$ cat config.mk
export PLATFORM = sky130hd
export DESIGN_NAME = serial_byte_xfer
export DESIGN_NICKNAME = d
export VERILOG_FILES = /design/src/rtl/sx_pkg.sv /design/src/rtl/sx_crc_acc.sv /design/src/rtl/sx_johnson.sv /design/src/rtl/sx_hostif.sv /design/src/rtl/serial_byte_xfer.sv
export SDC_FILE = /design/constraint.sdc
export NUM_CORES = 1
export LEC_CHECK = 0
export ABC_AREA = 1
export BUFFER_PORTS_ARGS = -buffer_cell sky130_fd_sc_hd__buf_4
export CORE_ASPECT_RATIO = 0.75
export CORE_MARGIN = 10
export CORE_UTILIZATION = 35
export CTS_BUF_LIST = sky130_fd_sc_hd__clkbuf_8
export DETAILED_ROUTE_END_ITERATION = 6
export PLACE_DENSITY = 0.5
export SYNTH_ARGS = -nofsm -noshare
export SYNTH_HDL_FRONTEND = slang
export SYNTH_SLANG_ARGS = --single-unit
$ cat constraint.sdc
create_clock -name clk -period 1.7 [get_ports clk]
set_input_delay 0.255 -clock clk [delete_from_list [all_inputs] [get_ports clk]]
set_output_delay 0.255 -clock clk [all_outputs]
set_load 0.05 [all_outputs]
$ cat src/rtl/sx_pkg.sv
package sx_pkg;

    typedef enum logic [1:0] {
        S_IDLE = 2'd0,
        S_HUNT = 2'd1,
        S_RECV = 2'd2,
        S_SEND = 2'd3
    } sx_state_t;

    typedef struct packed {
        logic irq_en;
        logic crc_out;
        logic dir_rd;
        logic en;
    } sx_ctl_t;

    localparam logic [1:0] A_WDATA = 2'd0;
    localparam logic [1:0] A_CTRL  = 2'd1;
    localparam logic [1:0] A_STAT  = 2'd2;
    localparam logic [1:0] A_RDATA = 2'd3;

endpackage

$ cat src/rtl/sx_crc_acc.sv
module sx_crc_acc #(
    parameter int               CW   = 16,
    parameter logic [CW-1:0]    POLY = 16'h1021
) (
    input  logic          clk,
    input  logic          rst,
    input  logic          clr,
    input  logic          step,
    input  logic          din,
    output logic [CW-1:0] crc,
    output logic          nonzero
);
    logic fb;

    assign fb      = crc[CW-1] ^ din;
    assign nonzero = |crc;

    always_ff @(posedge clk) begin
        if (rst || clr) begin
            crc <= '0;
        end else if (step) begin
            crc <= {crc[CW-2:0], 1'b0} ^ (fb ? POLY : '0);
        end
    end
endmodule

$ cat src/rtl/sx_johnson.sv
module sx_johnson #(
    parameter int N = 4
) (
    input  logic clk,
    input  logic rst,
    input  logic restart,
    input  logic adv,
    output logic last
);
    logic [N-1:0] q;

    assign last = (q == N'(1));

    always_ff @(posedge clk) begin
        if (rst || restart) begin
            q <= '0;
        end else if (adv) begin
            q <= {~q[0], q[N-1:1]};
        end
    end
endmodule

$ cat src/rtl/sx_hostif.sv
module sx_hostif
    import sx_pkg::*;
#(
    parameter int DW = 8
) (
    input  logic          clk,
    input  logic          rst,
    input  logic          bus_wr,
    input  logic          bus_rd,
    input  logic [1:0]    bus_addr,
    input  logic [DW-1:0] bus_wdata,
    input  logic          stat_flag,
    input  logic          stat_crc_nz,
    input  logic [DW-1:0] rd_buf,
    output logic [DW-1:0] wr_data,
    output sx_ctl_t       ctl,
    output logic          flag_clr,
    output logic [DW-1:0] bus_rdata
);
    localparam int CTLW = $bits(sx_ctl_t);

    always_ff @(posedge clk) begin
        if (rst) begin
            wr_data <= '0;
            ctl     <= '0;
        end else if (bus_wr) begin
            if (bus_addr == A_WDATA) wr_data <= bus_wdata;
            if (bus_addr == A_CTRL)  ctl     <= sx_ctl_t'(bus_wdata[CTLW-1:0]);
        end
    end

    assign flag_clr = (bus_wr && bus_addr == A_WDATA) ||
                      (bus_rd && (bus_addr == A_STAT || bus_addr == A_RDATA));

    always_comb begin
        unique case (bus_addr)
            A_STAT:  bus_rdata = {{(DW-2){1'b0}}, stat_crc_nz, stat_flag};
            A_RDATA: bus_rdata = rd_buf;
            default: bus_rdata = '0;
        endcase
    end
endmodule

$ cat src/rtl/serial_byte_xfer.sv
module serial_byte_xfer
    import sx_pkg::*;
#(
    parameter int            DW   = 8,
    parameter int            CW   = 16,
    parameter logic [CW-1:0] POLY = 16'h1021
) (
    input  logic          clk,
    input  logic          rst,
    input  logic          bus_wr,
    input  logic          bus_rd,
    input  logic [1:0]    bus_addr,
    input  logic [DW-1:0] bus_wdata,
    output logic [DW-1:0] bus_rdata,
    input  logic          bit_en,
    input  logic          ser_in,
    output logic          ser_out,
    output logic          irq
);
    localparam int JN = DW / 2;

    sx_state_t     state_q, state_d;
    sx_ctl_t       ctl;
    logic [DW-1:0] wr_data;
    logic [DW-1:0] txsr;
    logic [DW-2:0] rxsr;
    logic [DW-1:0] rd_buf;
    logic [CW-1:0] crc_q;
    logic          crc_nz;
    logic          flag_q, flag_clr;
    logic          jc_last, jc_restart, jc_adv;
    logic          tx_load, tx_shift, rx_shift, rx_commit, byte_evt;
    logic          crc_step, crc_din, tx_bit, out_c, abort;

    sx_hostif #(.DW(DW)) u_host (
        .clk(clk), .rst(rst),
        .bus_wr(bus_wr), .bus_rd(bus_rd), .bus_addr(bus_addr),
        .bus_wdata(bus_wdata),
        .stat_flag(flag_q), .stat_crc_nz(crc_nz), .rd_buf(rd_buf),
        .wr_data(wr_data), .ctl(ctl), .flag_clr(flag_clr),
        .bus_rdata(bus_rdata)
    );

    sx_crc_acc #(.CW(CW), .POLY(POLY)) u_crc (
        .clk(clk), .rst(rst), .clr(!ctl.en),
        .step(crc_step), .din(crc_din),
        .crc(crc_q), .nonzero(crc_nz)
    );

    sx_johnson #(.N(JN)) u_bitpos (
        .clk(clk), .rst(rst),
        .restart(jc_restart), .adv(jc_adv), .last(jc_last)
    );

    assign tx_bit = ctl.crc_out ? crc_q[CW-1] : txsr[DW-1];

    // State register
    always_ff @(posedge clk) begin
        if (rst) state_q <= S_IDLE;
        else     state_q <= state_d;
    end

    // Next state and datapath strobes
    always_comb begin
        state_d    = state_q;
        jc_restart = 1'b0;
        jc_adv     = 1'b0;
        tx_load    = 1'b0;
        tx_shift   = 1'b0;
        rx_shift   = 1'b0;
        rx_commit  = 1'b0;
        byte_evt   = 1'b0;
        crc_step   = 1'b0;
        crc_din    = 1'b0;
        out_c      = 1'b0;
        abort      = 1'b0;
        unique case (state_q)
            S_IDLE: begin
                jc_restart = 1'b1;
                if (ctl.en) begin
                    if (ctl.dir_rd) begin
                        state_d = S_HUNT;
                    end else begin
                        state_d  = S_SEND;
                        tx_load  = 1'b1;
                        byte_evt = 1'b1;
                    end
                end
            end
            S_HUNT: begin
                abort = !ctl.en || !ctl.dir_rd;
                if (abort) begin
                    state_d = S_IDLE;
                end else if (bit_en && ser_in) begin
                    state_d    = S_RECV;
                    crc_step   = 1'b1;
                    crc_din    = 1'b1;
                    jc_restart = 1'b1;
                end
            end
            S_RECV: begin
                abort = !ctl.en || !ctl.dir_rd;
                if (abort) begin
                    state_d = S_IDLE;
                end else if (bit_en) begin
                    rx_shift = 1'b1;
                    crc_step = 1'b1;
                    crc_din  = ser_in;
                    jc_adv   = 1'b1;
                    if (jc_last) begin
                        rx_commit = 1'b1;
                        byte_evt  = 1'b1;
                    end
                end
            end
            S_SEND: begin
                abort = !ctl.en || ctl.dir_rd;
                if (abort) begin
                    state_d = S_IDLE;
                end else begin
                    out_c = tx_bit;
                    if (bit_en) begin
                        crc_step = 1'b1;
                        crc_din  = tx_bit;
                        jc_adv   = 1'b1;
                        if (jc_last) begin
                            tx_load  = 1'b1;
                            byte_evt = 1'b1;
                        end else begin
                            tx_shift = 1'b1;
                        end
                    end
                end
            end
        endcase
    end

    // Shifters and read buffer
    always_ff @(posedge clk) begin
        if (rst) begin
            txsr   <= '0;
            rxsr   <= '0;
            rd_buf <= '0;
        end else begin
            if (tx_load)       txsr <= wr_data;
            else if (tx_shift) txsr <= {txsr[DW-2:0], 1'b0};
            if (rx_shift)      rxsr <= {rxsr[DW-3:0], ser_in};
            if (rx_commit)     rd_buf <= {rxsr, ser_in};
        end
    end

    // Byte-ready flag: raise wins over clear
    always_ff @(posedge clk) begin
        if (rst)           flag_q <= 1'b0;
        else if (byte_evt) flag_q <= 1'b1;
        else if (flag_clr) flag_q <= 1'b0;
    end

    assign ser_out = out_c;
    assign irq     = flag_q && ctl.irq_en;
endmodule

==> results.md <==
* Outcome: finished with violations
* Violated checks: setup timing
* Clock tree from TritonCTS: built
* DRC violation total after the first TritonRoute iteration at 148
* Max-slew violation count at 0
* Sequential cell area at 0.001170 sq mm
* Post-Syn Nets at 378
* Synth Register Bits at 58
* Static leakage at 1.387 nW
* Site row count at 27
* Most frequent cells in the layout: nor2_1 (76), dfxtp_1 (53), nand2_1 (43)
* Classification of the worst-slack hold path: input port to flop
* Number of instances in the placed design at 479
* ANT cells at 0
* Via density per instance at 4.601
* Number of antenna violations at the first check in global routing at 0
* Hold Buf Count CTS at 0
* Estimated wirelength of the detail-placed design at 4.322 mm
* Chip Width at 120.0 microns
* Shortest clock period the worst path allows after layout at 1745 ps
* Signal arrival time at the worst endpoint at 1490 ps
* Setup Viol. Count Final at 1
* Port Buf Inserts at 25
* Setup repair after global routing missed its margin: yes
* Clock buffer depth at 2
* DRT Pass-1 Iters at 4
* CTS clk-pin slew, worst paths at 70 ps
* Hold Path Depth at 2
* Hold EP: rd_buf[0]$_SDFFE_PP0P_
* Reg-to-reg critical path startpoint: u_host.ctl[0]$_SDFFE_PP0P_
* Startpoint types: flop
* Clock root buffer master: clkbuf_8
* Final RePlAce weighted congestion at 0.8278
* Number of nets in the layout at 416
* First-pass GRT wire length at 10.45 mm
* Die height at 94.97 microns
* Final-layout worst hold slack at 155.3 ps
* Post-route core utilization at 44.43%
* Max Clk Rate at 0.5732 GHz
* Required time of the critical path at 1440 ps
* Critical path class: flop to output port
* Final critical-path setup slack at -44.59 ps
* Maximum number of pins on one net before global-route repair at 21
* Final count of hold timing violations at 0
* Highest-delay cell along the critical path: dfxtp_1
* Worst r2r dst: u_crc.crc[4]$_SDFFE_PP0P_
* TritonCTS Buffers at 9
* Combined area of the multi-input logic cells at 0.001333 sq mm
* Worst Reg-to-Reg Cells at 8
* Initial Util at 35.77%
* Full die area at 0.01139 sq mm
* Routed wire per std cell at 12.13 microns
* Worst slack at placement at 31.41 ps
* Overflow after GRT at 0
* Sequential area share after synthesis at 44.27%
* Synthesized area divided by synthesized cell count at 7.367 sq um
* Total power consumption of the routed design at 3.206 mW
* GRT Resource Usage Total at 11.46%
* Slew headroom at 74.61%
* Total I/O pin count at 26
* DRC violations left at 0
* Count of yosys warnings during synthesis at 0
* Final cycle utilization of the critical path at 102.6%
* Count of cell types in the netlist at 29
* Synth Cell Area at 0.002623 sq mm
* Power Density at 984.4 mW/mm^2
* Clock insertion delay at the later pin of the skew report at 340 ps
* Worst IR drop on VDD at 535.2 uV
* Layout-stage area growth over the synthesis result at 24.19%
* Crit path max fanout at 3
* Origin of the worst setup path: u_crc.crc[3]$_SDFFE_PP0P_
* Vias in the first global route at 2183
* Kind of end point of the critical path: output port
* Placeable core region at 0.007331 sq mm
* R2R setup slack at 140 ps
* Measured slew at the worst slew-check pin at 379.7 ps
* Total of fill cells in the finished design at 774
* Routed Antenna Nets at 0
* Count of mapped cells out of synthesis at 356
* Crit-path max cell delay at 340 ps
* Chain of cells forming the critical path: nor4_4, nand3_1, a22o_1, buf_6
* Routed vias at 2296
* Total wire length at 6.054 mm
* Clock H-tree levels at 3
* Count of max-cap constraint violations at 0
* Sink Count at 58
* Most common library cell in the layout ignoring fill and taps: nor2_1
* Post-route insts no fill at 499
* Fraction of final layout cells sized beyond drive strength 1 at 24.12%
* Startpoint of the tightest hold check path: rst
* Worst setup skew after layout at 7.938 ps
[worst max path at each step]
| stage | depth (start not counted) | slack [ps] | endpoint |
|---|---|---|---|
| floorplan | 3 | 110 | ser_out |
| global placement | 10 | 80 | u_crc.crc[0]$_SDFFE_PP0P_ |
| detailed placement | 10 | 30 | u_crc.crc[6]$_SDFFE_PP0P_ |
| CTS | 4 | -70 | bus_rdata[1] |
| global route | 4 | -110 | bus_rdata[1] |
| finish | 4 | -40 | bus_rdata[1] |
[Yosys cell counts]
master | count | area [sq um]
inv_2 | 4 | 15.01
inv_4 | 2 | 12.51
o21a_1 | 1 | 7.510
nor2_2 | 2 | 12.51
o21bai_1 | 1 | 7.510
nand3_2 | 3 | 30.03
o21ai_1 | 6 | 30.03
nand4_1 | 1 | 6.260
ha_1 | 6 | 75.07
buf_4 | 1 | 7.510
nand2_4 | 2 | 22.52
nor2_1 | 78 | 292.8
inv_1 | 35 | 131.4
o31ai_4 | 1 | 21.27
a21oi_2 | 3 | 26.28
nand2_2 | 8 | 50.05
clkbuf_1 | 3 | 11.26
a21oi_1 | 24 | 120.1
nand2_1 | 44 | 165.2
buf_6 | 3 | 33.78
o211ai_1 | 1 | 7.510
a22o_1 | 1 | 8.760
o21ai_2 | 3 | 26.28
nand3_1 | 24 | 120.1
buf_2 | 1 | 5.000
o21ai_0 | 36 | 180.2
dfxtp_1 | 58 | 1161
nor2_4 | 2 | 22.52
nor4_1 | 2 | 12.51
[repair_timing]
action                                  in CTS  in global routing
endpoints found under the setup margin       2                 33
gates resized for setup                      9                 27
pin swaps                                    3                  6
buffers inserted                             0                  5
[sequential cells by signal, summed over array words and instances (netlist names)]
| name | count |
|---|---|
| u_host.ctl | 4 |
| u_host.wr_data | 8 |
| u_crc.crc | 16 |
| rd_buf | 8 |
| state_q | 2 |
| rxsr | 7 |
| u_bitpos.q | 4 |
| flag_q | 1 |
| txsr | 8 |
[layout make-up]
type                            instances  share of cell area (%)
Clock inverter                          6                   1.806
Timing Repair Buffer                   35                   8.413
Inverter                               41                   5.263
Clock buffer                            9                   3.803
Sequential cell                        58                   35.92
Tap cell                              101                   3.880
Multi-Input combinational cell        249                   40.91
[where the power goes]
| part | internal, mW | switching, mW | leakage (nW) | total (mW) |
|---|---|---|---|---|
| Sequential | 1.43 | 0.0425 | 0.472 | 1.47 |
| Combinational | 0.195 | 0.342 | 0.817 | 0.537 |
| Clock | 0.659 | 0.541 | 0.0986 | 1.20 |
| Total | 2.28 | 0.926 | 1.39 | 3.21 |
[kinds of logic after synthesis]
logic type                 after synthesis  share of synthesized area, %
AOI/OAI and AO/OA                       77                         16.60
adders and majority gates                6                         2.863
and+or+nand+nor                        166                         28.01
buffers and inverters                   49                         8.254
DFF                                     58                         44.27
[metal layers]
metal  global-route usage (%)  up-vias  wire [microns]
li1                         -     1223               -
met1                    15.11     1042            3183
met2                    16.45       26            2545
met3                    5.185        5             278
met4                    3.307        0              46
met5                        0        -               0
[through the flow]
step / TNS (ps) / instance area [sq um]
CTS: -72.38 / 3138
global placement: 0 / 2917
global route: -107.0 / 3257
floorplan: 0 / 2623
finish: -44.59 / 3257
detailed placement: 0 / 2917
[worst max-delay path, delay by kind of cell (launching register included)]
family	cells	cell delay (ps)
buf+inv	1	150
simple gates	2	440
flops	1	340
compound gates	1	210
Power figures use the tool's default switching activity.
